### src/rtl/dali_pkg.sv
package dali_pkg;

    localparam int FRAME_BITS = 9;                   // start bit + 8 data bits
    localparam int CODED_SLOTS = 2 * FRAME_BITS;     // biphase halves carrying data
    localparam int HALF_SLOTS = CODED_SLOTS + 4;     // plus two idle stop bits

    localparam logic [1:0] ADDR_CTRL = 2'd0;
    localparam logic [1:0] ADDR_STAT = 2'd1;
    localparam logic [1:0] ADDR_DATA = 2'd2;

    typedef enum logic [1:0] {
        ST_OFF    = 2'd0,
        ST_LISTEN = 2'd1,
        ST_SEND   = 2'd2
    } seq_e;

    typedef struct packed {
        logic irq_en;
        logic forced;
        logic enable;
    } ctrl_t;

    typedef struct packed {
        logic err;
        logic eot;
    } flags_t;

    // Level of one biphase half: a 1 is low then high, a 0 is high then low.
    function automatic logic biphase_level(input logic bitv, input logic second_half);
        return second_half ? bitv : ~bitv;
    endfunction

endpackage

### src/rtl/dali_biphase_tx.sv
module dali_biphase_tx
    import dali_pkg::*;
#(
    parameter int HALF_CYC = 52083
) (
    input  logic       clk,
    input  logic       rst,
    input  logic       hold,
    input  logic       abort,
    input  logic       start,
    input  logic [7:0] data,
    output logic       busy,
    output logic       line,
    output logic       done
);
    localparam int CW = (HALF_CYC > 1) ? $clog2(HALF_CYC) : 1;
    localparam int SW = $clog2(HALF_SLOTS + 1);
    localparam logic [CW-1:0] CYC_END = CW'(HALF_CYC - 1);
    localparam logic [SW-1:0] LAST_SLOT = SW'(HALF_SLOTS - 1);
    localparam logic [SW-1:0] CODED_END = SW'(CODED_SLOTS);

    logic [CW-1:0]         cyc_q;
    logic [SW-1:0]         slot_q;
    logic [FRAME_BITS-1:0] shreg_q;
    logic                  busy_q;
    logic                  half_end;

    assign half_end = busy_q && (cyc_q == CYC_END);
    assign done     = half_end && (slot_q == LAST_SLOT) && !hold && !abort;
    assign busy     = busy_q;
    assign line     = (busy_q && slot_q < CODED_END)
                    ? biphase_level(shreg_q[FRAME_BITS-1], slot_q[0]) : 1'b1;

    always_ff @(posedge clk) begin
        if (rst || abort) begin
            busy_q  <= 1'b0;
            cyc_q   <= '0;
            slot_q  <= '0;
            shreg_q <= '0;
        end else if (!hold) begin
            if (start) begin
                busy_q  <= 1'b1;
                cyc_q   <= '0;
                slot_q  <= '0;
                shreg_q <= {1'b1, data};
            end else if (busy_q) begin
                if (half_end) begin
                    cyc_q <= '0;
                    if (slot_q == LAST_SLOT) begin
                        busy_q <= 1'b0;
                    end else begin
                        slot_q <= slot_q + SW'(1);
                    end
                    if (slot_q[0]) begin
                        shreg_q <= {shreg_q[FRAME_BITS-2:0], 1'b0};
                    end
                end else begin
                    cyc_q <= cyc_q + CW'(1);
                end
            end
        end
    end

    // every coded bit has a transition at its middle
    a_r2_mid_bit_edge: assert property (@(posedge clk) disable iff (rst)
        (busy_q && half_end && !slot_q[0] && slot_q < CODED_END && !hold && !abort && !start)
        |=> (line != $past(line)));

    // a new frame is never loaded on top of one in flight
    a_r2_start_when_free: assert property (@(posedge clk) disable iff (rst)
        start |-> !busy_q);

endmodule

### src/rtl/dali_low_watch.sv
module dali_low_watch #(
    parameter int LIMIT = 4
) (
    input  logic clk,
    input  logic rst,
    input  logic hold,
    input  logic arm,
    input  logic level,
    output logic trip
);
    localparam int CW = $clog2(LIMIT + 1);
    localparam logic [CW-1:0] LIM = CW'(LIMIT);
    localparam logic [CW-1:0] LIM_M1 = CW'(LIMIT - 1);

    logic [CW-1:0] cnt_q;

    assign trip = arm && !hold && !level && (cnt_q == LIM_M1);

    always_ff @(posedge clk) begin
        if (rst) begin
            cnt_q <= '0;
        end else if (!hold) begin
            if (!arm || level) begin
                cnt_q <= '0;
            end else if (cnt_q != LIM) begin
                cnt_q <= cnt_q + CW'(1);
            end
        end
    end

    // a trip needs the line to have been low on the previous clock as well
    a_r8_low_before_trip: assert property (@(posedge clk) disable iff (rst)
        trip |-> $past(!level));

endmodule

### src/rtl/dali_bwd_ctrl.sv
module dali_bwd_ctrl
    import dali_pkg::*;
#(
    parameter int HALF_CYC = 52083
) (
    input  logic       clk,
    input  logic       rst,
    input  logic       halt,
    input  logic       reg_wr,
    input  logic       reg_rd,
    input  logic [1:0] reg_addr,
    input  logic [7:0] reg_wdata,
    output logic [7:0] reg_rdata,
    input  logic       fwd_rcvd,
    input  logic       bus_in,
    output logic       bus_out,
    output logic       irq
);
    localparam int FAIL_CYC = 4 * HALF_CYC;   // two bit periods

    ctrl_t      ctrl_q;
    flags_t     flags_q;
    seq_e       st_q;
    logic [7:0] data_q;
    logic       fwd_seen_q;
    logic       kick_q;

    logic wr_ctrl, rd_stat, go_norm, go_force, go;
    logic tx_busy, tx_done, trip;

    assign wr_ctrl = reg_wr && !halt && (reg_addr == ADDR_CTRL);
    assign rd_stat = reg_rd && !halt && (reg_addr == ADDR_STAT);

    assign go_norm  = wr_ctrl && reg_wdata[0] && !reg_wdata[1] && reg_wdata[2]
                   && reg_wdata[3] && !ctrl_q.forced && (st_q == ST_LISTEN) && fwd_seen_q;
    assign go_force = !halt && ctrl_q.enable && (st_q == ST_LISTEN) && kick_q;
    assign go       = go_norm || go_force;

    dali_biphase_tx #(.HALF_CYC(HALF_CYC)) u_tx (
        .clk   (clk),
        .rst   (rst),
        .hold  (halt),
        .abort (!ctrl_q.enable),
        .start (go),
        .data  (data_q),
        .busy  (tx_busy),
        .line  (bus_out),
        .done  (tx_done)
    );

    dali_low_watch #(.LIMIT(FAIL_CYC)) u_watch (
        .clk   (clk),
        .rst   (rst),
        .hold  (halt),
        .arm   (st_q == ST_LISTEN),
        .level (bus_in),
        .trip  (trip)
    );

    always_ff @(posedge clk) begin
        if (rst) begin
            ctrl_q     <= '0;
            flags_q    <= '0;
            st_q       <= ST_OFF;
            data_q     <= '0;
            fwd_seen_q <= 1'b0;
            kick_q     <= 1'b0;
        end else if (!halt) begin
            if (wr_ctrl) begin
                ctrl_q <= '{irq_en: reg_wdata[4], forced: reg_wdata[1], enable: reg_wdata[0]};
            end
            if (reg_wr && reg_addr == ADDR_DATA) begin
                data_q <= reg_wdata;
            end

            if (wr_ctrl && reg_wdata[0] && reg_wdata[1]
                && (!ctrl_q.forced || (reg_wdata[3] && st_q != ST_SEND))) begin
                kick_q <= 1'b1;
            end else if (go_force || !ctrl_q.enable || (wr_ctrl && !(reg_wdata[0] && reg_wdata[1]))) begin
                kick_q <= 1'b0;
            end

            if (st_q != ST_LISTEN || go) begin
                fwd_seen_q <= 1'b0;
            end else if (fwd_rcvd) begin
                fwd_seen_q <= 1'b1;
            end

            if (!ctrl_q.enable) begin
                st_q <= ST_OFF;
            end else begin
                unique case (st_q)
                    ST_OFF:    st_q <= ST_LISTEN;
                    ST_LISTEN: if (go) st_q <= ST_SEND;
                    ST_SEND:   if (tx_done) st_q <= ST_LISTEN;
                    default:   st_q <= ST_OFF;
                endcase
            end

            flags_q.eot <= tx_done || (flags_q.eot && !rd_stat);
            flags_q.err <= trip || (flags_q.err && !rd_stat);
        end
    end

    always_comb begin
        unique case (reg_addr)
            ADDR_CTRL: reg_rdata = {3'b000, ctrl_q.irq_en, 2'b00, ctrl_q.forced, ctrl_q.enable};
            ADDR_STAT: reg_rdata = {6'b000000, flags_q.err, flags_q.eot};
            ADDR_DATA: reg_rdata = data_q;
            default:   reg_rdata = 8'h00;
        endcase
    end

    assign irq = flags_q.eot && ctrl_q.irq_en;

    // the line is idle high outside the send state
    a_r1_idle_high: assert property (@(posedge clk) disable iff (rst)
        (st_q != ST_SEND) |-> bus_out);

    // a normal send always consumed a fresh forward frame
    a_r4_fresh_forward: assert property (@(posedge clk) disable iff (rst)
        ($rose(st_q == ST_SEND) && !ctrl_q.forced) |-> $past(fwd_seen_q));

    // the end flag rises only as a frame finishes
    a_r5_eot_after_send: assert property (@(posedge clk) disable iff (rst)
        $rose(flags_q.eot) |-> $past(st_q == ST_SEND));

    // failure flag rises only from the listening state
    a_r9_err_only_listen: assert property (@(posedge clk) disable iff (rst)
        $rose(flags_q.err) |-> $past(st_q == ST_LISTEN));

    // disabled means idle sequencer and idle shifter
    a_r10_disable_idle: assert property (@(posedge clk) disable iff (rst)
        (!ctrl_q.enable && !halt) |=> (st_q == ST_OFF && !tx_busy));

    // halt freezes the observable state
    a_r11_halt_freeze: assert property (@(posedge clk) disable iff (rst)
        halt |=> ($stable(st_q) && $stable(bus_out) && $stable(flags_q)));

endmodule

### config.mk
export PLATFORM = sky130hd
export DESIGN_NAME = dali_bwd_ctrl
export DESIGN_NICKNAME = d
export VERILOG_FILES = /design/src/rtl/dali_pkg.sv /design/src/rtl/dali_biphase_tx.sv /design/src/rtl/dali_low_watch.sv /design/src/rtl/dali_bwd_ctrl.sv
export SDC_FILE = /design/constraint.sdc
export NUM_CORES = 1
export LEC_CHECK = 0
export BUFFER_PORTS_ARGS = -buffer_cell sky130_fd_sc_hd__clkbuf_2
export CAP_MARGIN = 20
export CORE_UTILIZATION = 60
export DETAILED_ROUTE_END_ITERATION = 7
export PLACE_DENSITY = 0.79
export REMOVE_ABC_BUFFERS = 1
export SYNTH_ARGS = -nofsm -noshare
export SYNTH_HDL_FRONTEND = slang
export SYNTH_HIERARCHICAL = 1
export SYNTH_SLANG_ARGS = --single-unit
export TNS_END_PERCENT = 50
### constraint.sdc
create_clock -name clk -period 3.5 [get_ports clk]
set_input_delay 0.175 -clock clk [delete_from_list [all_inputs] [get_ports clk]]
set_output_delay 0.175 -clock clk [all_outputs]
set_load 0.02 [all_outputs]
# Yosys cells after proc, flatten, opt, wreduce, memory -nomap -nowiden

Cells that the tools add are included.

Add/subtract/negate cells: 3
$lt $le $gt $ge: 1
Equality and inequality tests: 13
Muxes and demuxes: 28
Bitwise operators: 2
Reduce and logical (&&, ||, !) cells: 65

Operator list:

| cell                                                            | number |
|---|---|
| 16-bit 2-to-1 mux                                               | 3 |
| 18-bit 2-to-1 mux                                               | 2 |
| 9-bit 2-to-1 mux                                                | 4 |
| 1-bit logical AND                                               | 31 |
| 8-bit one-hot mux with 3 select lines                           | 1 |
| 5-bit 2-to-1 mux                                                | 4 |
| 18-bit by 1-bit adder with 18-bit output, second input constant | 1 |
| 18-bit == test, second input constant                           | 1 |
| 18-bit inequality test, second input constant                   | 1 |
| 16-bit by 1-bit adder with 16-bit output, second input constant | 1 |
| 16-bit == test, second input constant                           | 1 |
| 2-bit AND reduction                                             | 6 |
| 2-bit nonzero test                                              | 6 |
| 1-bit 2-to-1 mux                                                | 10 |
| 1-bit logical OR                                                | 9 |
| 1-bit zero test                                                 | 8 |
| 4-bit AND reduction                                             | 2 |
| 2-bit 2-to-1 mux                                                | 3 |
| 3-bit inequality test, second input constant                    | 2 |
| 2-bit one-hot mux with 3 select lines                           | 1 |
| 5-bit by 1-bit adder with 5-bit output, second input constant   | 1 |
| 5-bit == test, second input constant                            | 1 |
| 5-bit less-than comparator, second input constant               | 1 |
| 2-bit by 1-bit == test with 1-bit output, second input constant | 2 |
| 6 further kinds                                                 | 10 |

Register bits: 66
Input bits: 17
Output and inout bits: 10
Word-level logic and storage cells: 126

# Depth between registers and ports, before layout

Gate-level depths: netlist of run 1.

Depth after elaboration: 14
Depth in mapped cells: 11
Gate-level depth less buffers: 9

# Modules after synthesis

Netlist of run 1, hierarchy kept.

By module, submodules not included:

| module          | times used | cells each | area each (um2) | seq. area each (um2) |
|---|---|---|---|---|
| dali_biphase_tx | 1          | 223        | 1,880.6         | 620.6 |
| dali_low_watch  | 1          | 139        | 1,131.1         | 360.3 |
| dali_bwd_ctrl   | 1          | 101        | 892.1           | 340.3 |

# Least setup slack after synthesis of run 1

No wires, ideal clock.

Path type: input -> register
Start point: input reg_addr[0]
End point: register u_tx.cyc_q[14]
Arrival: 2,408 ps
Data required time: 3,420 ps
Setup slack: 1,012 ps
Stages on the path: 9
Buffers on the path: 1
Cells stage by stage: buf_2 -> nor4b_4 -> nand4b_2 -> o21a_2 -> nor2_1 -> o21bai_1 -> or3_4 -> or4b_4 -> a211oi_2

Word-level cells in the longest chain between the ends: 12
Elaborated cells between the ends (all ways): 13
Those cells by class: 1 x mux; 12 x reduce/logical

Ends and longest elaborated chain:

| element                             | RTL line              | text |
|---|---|---|
| from (decl)                         | dali_bwd_ctrl.sv:11   | `input logic [1:0] reg_addr,` |
| 2-bit zero test (*)                 | dali_bwd_ctrl.sv:31   | `assign wr_ctrl = reg_wr && !halt && (reg_addr == ADDR_CTRL);` |
| 1-bit logical AND (*)               | dali_bwd_ctrl.sv:31   |  |
| 1-bit logical AND (*) (3 in series) | dali_bwd_ctrl.sv:34   | `assign go_norm = wr_ctrl && reg_wdata[0] && !reg_wdata[1] && reg_wdata[2]` |
| 1-bit logical AND (*) (4 in series) | dali_bwd_ctrl.sv:35   | `&& reg_wdata[3] && !ctrl_q.forced && (st_q == ST_LISTEN) && fwd_seen_q;` |
| 1-bit logical OR (*)                | dali_bwd_ctrl.sv:37   | `assign go = go_norm \|\| go_force;` |
| named net go                        | dali_bwd_ctrl.sv:28   | `logic wr_ctrl, rd_stat, go_norm, go_force, go;` |
| 2-bit nonzero test (no line)        | --                    |  |
| 2-bit AND reduction (no line)       | --                    |  |
| to (signal assigned)                | dali_biphase_tx.sv:58 | `cyc_q <= cyc_q + CW'(1);` |
| to (decl)                           | dali_biphase_tx.sv:22 | `logic [CW-1:0] cyc_q;` |

Mark *: on every way through the listed nets, which the timed path passes. The rest lies on a longest branch.
A chain may end at the register's enable or synchronous reset.

# Worst setup path in the final report of run 1

Start point: input reg_addr[1]
End point: register u_tx.cyc_q[14]

The elaborated chain is that of the path after synthesis.

==> metrics.md, run 1 <==
| Metric | Value |
|---|---|
| Worst Max-Slew Pin Slew | `0.866 ns` |
| Post-CTS Setup Bufs | `0` |
| Root Driver | `clkbuf_8` |
| Post-Place Setup Slack | `0.587 ns` |
| Largest net degree at the start of global routing | `35` |
| Rows | `29` |
| Slew HR | `42.0%` |
| Worst EP arrival | `2.86 ns` |
| First-pass iteration count of the detailed router | `5` |
| Core ar. | `6310 µm²` |
| Post-synthesis sequential area ratio | `33.8%` |
| CTS tree | `yes` |
| Share of layout cells above drive strength 1 | `17.1%` |
| Nets | `503` |
| Initial antenna violation count | `0` |
| CTS max path bufs | `2` |
| Final Hold Vio Count | `0` |
| CP Max Fanout | `20` |
| VDD IR-drop max | `0.298 mV` |
| R2r setup slk | `0.99 ns` |
| Vias in the first global route | `3102` |
| Total I/O pin count | `27` |
| Min Tclk post-route | `2.60 ns` |
| First-pass GRT wire length | `14.3 mm` |
| Synth Warn # | `6` |
| DIE HEIGHT | `82.7 µm` |
| Die X | `82.7 µm` |
| Leakage | `1.43 nW` |
| Initial Util | `61.8%` |
| Worst-path clk slew | `0.07 ns` |
| Yosys reg bits | `66` |
| Final period util | `74.3%` |
| Hpwl dp | `6.43 mm` |
| Slew Viols, Final | `0` |
| P&R area growth vs syn | `7.40%` |
| Inst Count DP | `546` |
| Synth Area per Inst | `8.43 µm²` |
| Data required time at the worst endpoint | `3.76 ns` |
| Setup TNS | `0 ns` |
| RSZ-0062 raised after global routing | `no` |
| DRC viols | `0` |
| Number of synthesized flops with an enable pin | `0` |
| Syn Inst Count | `463` |
| Max-cap viol count | `0` |
| Hold Crit Start | `reg_wdata[7]` |
| Ys flop type | `dfxtp_1` |
| WS Path Type | `in -> reg` |
| Layout Skew | `0.0146 ns` |
| Initial DRC count | `281` |
| Number of buffers created by CTS | `9` |
| Fraction of registers with async set/reset | `0%` |
| Vias/cell | `6.54` |
| F_max | `384 MHz` |
| H-tree Lvls | `3` |
| Ant. Diodes | `0` |
| Gr usage total | `27.3%` |
| Routability congestion estimate | `0.907` |
| Worst-Skew Late Latency | `0.34 ns` |
| Hold Buf Count CTS | `0` |
| CP startpoint | `reg_addr[1]` |
| Clock sink count | `66` |
| Post-DR wirelength/cell | `16.4 µm` |
| Post-synthesis cell type count | `76` |
| Die area | `6830 µm²` |
| DR vias | `3670` |
| Finish-stage setup viols | `0` |
| Buffers on Ports | `26` |
| Crit path launch type | `primary input` |
| Antenna Nets Post-Route | `0` |
| Finished Layout Cells | `561` |
| PnR Total Power | `1.34 mW` |
| Resize count post-CTS | `0` |
| Grt ovf | `0` |
| Status | `finished, final reports clean` |
| Post-Synthesis Cell Area | `3900 µm²` |
| Setup ws final | `0.898 ns` |
| Cell area power density | `320 nW/µm²` |
| Critical Path Sink Type | `flip-flop` |
| WHS | `0.0873 ns` |
| R2r startpoint | `ctrl_q[0]` |
| Routed wire length | `9.19 mm` |
| Hold Path Class | `in -> reg` |
-- cells in the final DEF (no fill, tap or decap), types with 3 or more instances in the layout --
master	n
a221o_1	3
nor2b_1	9
inv_1	11
nand3_1	35
a22o_1	7
nand2_1	37
mux2i_1	13
nor3_1	12
or4_1	9
a31o_2	3
o211ai_1	5
clkinv_2	4
and3_1	13
o21ai_0	16
dfxtp_1	66
a21oi_1	22
buf_4	7
ha_1	6
xnor2_1	3
and4_1	4
nor2_1	37
nand2b_1	3
clkbuf_8	9
and2_1	8
nor4_1	7
a211oi_1	4
o31ai_1	14
xor2_1	3
a31oi_1	14
or3_1	5
nand4_1	10
clkbuf_2	26
-- registers in the layout (all words and copies together), names as in the netlist --
signal         count
ctrl_q             3
data_q             8
flags_q            2
fwd_seen_q         1
kick_q             1
st_q               2
u_tx/busy          1
u_tx/cyc_q        16
u_tx/shreg_q       9
u_tx/slot_q        5
u_watch/cnt_q     18
-- critical path: stages --
cell      delay (ns)
clkbuf_2        0.15
nor4b_4         0.51
nand4b_2        0.21
o21a_2          0.19
nor2_1          0.15
o21bai_1        0.09
buf_4           0.23
or3_4           0.41
or4b_4          0.52
a211oi_2        0.22
-- layer usage --
layer  global-route usage (%)  part of all wire [%]  vias to the layer above
met4                     10.9                   1.1                        0
met2                     45.0                    49                      116
met5                        0                     0                        -
met3                     5.38                   5.5                        9
li1                         -                     -                     1791
met1                     34.7                    45                     1754
-- power by group --
group	total (mW)	internal (mW)	switching, mW	leakage, nW
registers	0.758	0.754	0.00375	0.532
logic	0.0619	0.0232	0.0387	0.817
clock network	0.523	0.248	0.275	0.0827
total	1.34	1.03	0.317	1.43
-- cell usage after synthesis, drive strengths merged (4+ instances only) --
cell type / count / area share [%]
buf: 14 / 2.5
and2: 9 / 1.5
clkbuf: 13 / 1.3
nand3: 36 / 4.7
ha: 6 / 1.9
dfxtp: 66 / 34
nor3: 12 / 1.5
a31oi: 14 / 2.2
or4: 11 / 2.3
mux2i: 13 / 3.3
o21ai: 17 / 2.3
o31ai: 14 / 2.7
and4: 5 / 1.2
nor2b: 9 / 1.4
nand4: 11 / 1.9
and3: 15 / 2.5
nand2: 37 / 3.6
a21oi: 23 / 3.0
nor2: 37 / 3.6
or3: 7 / 1.3
a211oi: 6 / 1.4
nor4: 8 / 1.4
a22o: 7 / 1.6
nor4b: 4 / 2.0
inv: 11 / 1.1
o211ai: 5 / 0.96
-- cells by family after synthesis --
| group | synth area share, % |
|---|---|
| buffers and inverters | 4.84 |
| XOR/XNOR | 1.35 |
| AND/OR/NAND/NOR | 33.0 |
| multiplexers | 3.62 |
| adder cells (fa/ha/maj) | 1.92 |
| flip-flops | 33.8 |
| AO/OA/AOI/OAI | 21.4 |
-- final timing paths --
check | depth (start not counted) | end
setup / recovery | 10 | u_tx/cyc_q[14]
hold / removal | 3 | data_q[7]
setup reg to reg | 8 | u_tx/cyc_q[14]
hold reg to reg | 2 | u_tx/shreg_q[0]
-- stage by stage --
step,utilization [%],cell area (µm²)
CTS,66.4,4190
global route,66.4,4190
floorplan,-,3760
finish,66.4,4190
global placement,64.0,4040
detailed placement,64.0,4040
-- layout make-up --
type                    count  area (µm²)
multi-input cells         359        2400
fillers                   557        2120
flip-flops and latches     66        1320
repair buffers             33         183
clock buffers              11         131
well taps                  77        96.3
inverters                  11        41.3
clock inverters             4        20.0
Power figures use the tool's default switching activity.
==> run 2: changes to the inputs <==
==> constraint.sdc (replaced) <==
create_clock -name clk -period 2.6 [get_ports clk]
set_input_delay 0.13 -clock clk [delete_from_list [all_inputs] [get_ports clk]]
set_output_delay 0.13 -clock clk [all_outputs]
set_load 0.02 [all_outputs]
==> run 2 against run 1 <==
Worst setup slack got worse by 0.67 ns. Count of clock-buffer cells in the layout did not move. Design area rose by 1.4%. Register-to-register slack got worse by 0.76 ns. Total power rose by 36%. Utilization rose by 0.95 points. Worst hold slack got worse by 0.067 ns. Clock power rose by 37%. Global-route usage rose by 1.3 points. Critical path depth fell by 2. Critical endpoint is now u_tx/cyc_q[11]. Largest power group unchanged.
==> metrics.md, run 2 (same netlist as run 1, synthesis figures left out) <==
| Metric | Value |
|---|---|
| Status | `finished, final reports clean` |
| PnR Total Power | `1.82 mW (+36%)` |
| DRC viols | `0 (unchanged)` |
| Worst-Skew Late Latency | `0.35 ns (about the same)` |
| Rows | `29 (unchanged)` |
| Nets | `511 (+1.6%)` |
| Die X | `82.7 µm (unchanged)` |
| Filler instances | `521 (-6.5%)` |
| Top flop regs | `u_watch/cnt_q: 18 flops, u_tx/cyc_q: 16 flops, u_tx/shreg_q: 9 flops` |
| Cell area power density | `429 nW/µm² (+34%)` |
| Grt ovf | `0 (unchanged)` |
| Worst Max-Slew Pin Slew | `0.828 ns (-0.0376 ns)` |
| Root Driver | `clkbuf_8` |
| VDD IR-drop max | `0.311 mV (+4.2%)` |
| Antenna Nets Post-Route | `0 (unchanged)` |
| Post-CTS Setup Bufs | `0 (unchanged)` |
| Resize count post-CTS | `0 (unchanged)` |
| Slew HR | `44.5% (+2.5 points)` |
| Critical Path Sink Type | `flip-flop` |
| Ant. Diodes | `0 (unchanged)` |
| Routability congestion estimate | `0.855 (-5.7%)` |
| Hpwl dp | `6.63 mm (+3.2%)` |
| Most flops, register | `u_watch/cnt_q` |
| Share of layout cells above drive strength 1 | `18.5% (+1.3 points)` |
| Crit path launch type | `flip-flop` |
| Final Hold Vio Count | `0 (unchanged)` |
| Most frequent cells in the layout | `dfxtp_1 (66), nor2_1 (37), nand2_1 (37), nand3_1 (35), clkbuf_2 (26)` |
| Total I/O pin count | `27 (unchanged)` |
| Initial DRC count | `336 (+20%)` |
| Leakage | `1.47 nW (+2.7%)` |
| RSZ-0062 raised after global routing | `no` |
| Area post-placement | `4090 µm² (+1.3%)` |
| Routed wire length | `9.45 mm (+2.8%)` |
| Hold Buf Count CTS | `0 (unchanged)` |
| Gr usage total | `28.6% (+1.3 points)` |
| Crit-path cells | `nand2_1 -> o21a_2 -> nor2_1 -> buf_4 -> o21ba_2 -> nand3_1 -> or4_1 -> a211oi_1` |
| Finish-stage setup viols | `0 (unchanged)` |
| Min Tclk post-route | `2.37 ns` |
| Layout Skew | `0.0118 ns (-0.00286 ns)` |
| WS Path Type | `reg -> reg` |
| Vias/cell | `6.51 (-0.47%)` |
| Family with the most delay on the worst path | `simple AND/OR/NAND/NOR gates` |
| CTS max path bufs | `2 (unchanged)` |
| Initial antenna violation count | `0 (unchanged)` |
| Worst-path clk slew | `0.07 ns (about the same)` |
| Vias in the first global route | `3202 (+3.2%)` |
| First-pass iteration count of the detailed router | `5 (unchanged)` |
| Post-DR wirelength/cell | `16.6 µm (+1.3%)` |
| Hold Path Class | `in -> reg` |
| Number of buffers created by CTS | `9 (unchanged)` |
| Critical Path Slowest Stage Cell | `dfxtp_1` |
| CP Max Fanout | `21 (+5.0%)` |
| Largest net degree at the start of global routing | `35 (unchanged)` |
| Slowest stage delay, CP | `0.45 ns (-0.07 ns)` |
| Slew Viols, Final | `0 (unchanged)` |
| First-pass GRT wire length | `14.9 mm (+4.5%)` |
| CTS tree | `yes` |
| Most common cell after layout, fill and taps aside | `dfxtp_1` |
| Core ar. | `6310 µm² (unchanged)` |
| DIE HEIGHT | `82.7 µm (unchanged)` |
| Buffers on Ports | `26 (unchanged)` |
| Final period util | `91.2%` |
| Max reg flops | `18 (unchanged)` |
| Die area | `6830 µm² (unchanged)` |
| F_max | `422 MHz` |
| P&R area growth vs syn | `8.94%` |
| Data required time at the worst endpoint | `2.87 ns (-0.89 ns)` |
| Clock sink count | `66 (unchanged)` |
| Worst EP arrival | `2.64 ns (-0.22 ns)` |
| Max-cap viol count | `0 (unchanged)` |
| Final instance area | `4250 µm² (+1.4%)` |
| DR vias | `3705 (+0.95%)` |
| Initial Util | `61.8% (unchanged)` |
| CP Buf/Inv Count | `1 (-1)` |
| H-tree Lvls | `3 (unchanged)` |
[run 2: cell count changes in the layout (fill, tap and decap cells not counted), sizes merged]
cell | before | now
buf | 7 | 14
clkbuf | 37 | 38
[run 2: stage by stage]
step                hold slack, ns  util [%]  setup slack [ns]  TNS (ns)  std cells
global placement             0.371      64.8             0.189         0        553
global route                0.0404      67.4            0.0898         0        569
CTS                         0.0110      67.2             0.133         0        568
detailed placement           0.373      64.8             0.145         0        553
finish                      0.0200      67.4             0.229         0        569
floorplan                    0.194         -            -0.769     -3.23        436
[run 2: power breakdown]
part / internal, mW / switching [mW] / total (mW)
clock: 0.334 / 0.380 / 0.714
sequential: 1.02 / 0.00508 / 1.02
combinational: 0.0339 / 0.0537 / 0.0876
[run 2: final cells by class]
class                      instances  area, µm²  share of cell area (%)
inverter                          11       41.3                   0.971
clock inverter                     4       20.0                   0.471
multi-input combinational        359       2400                    56.4
timing repair buffer              41        243                    5.71
sequential                        66       1320                    31.1
tap                               77       96.3                    2.27
clock buffer                      11        131                    3.09
[run 2: layer usage]
metal,vias to the layer above,track usage [%],part of all wire [%]
li1,1802,-,-
met1,1769,38.6,46
met2,108,44.0,47
met3,26,6.48,4.2
met4,0,11.2,2.2
met5,-,0,0
[run 2: worst paths after layout]
kind	from	to	slack, ns	cells past startpoint
max reg2reg	ctrl_q[0]	u_tx/cyc_q[11]	0.23	8
min reg2reg	u_watch/cnt_q[8]	u_watch/cnt_q[8]	0.50	2
max	ctrl_q[0]	u_tx/cyc_q[11]	0.23	8
min	reg_wdata[5]	data_q[5]	0.02	3
[run 2: worst min-delay path, delay by kind of cell]
kind                   cells  cell delay [ns]
buffers and inverters      1             0.07
multiplexers               1             0.05
AND/OR/NAND/NOR            1             0.07
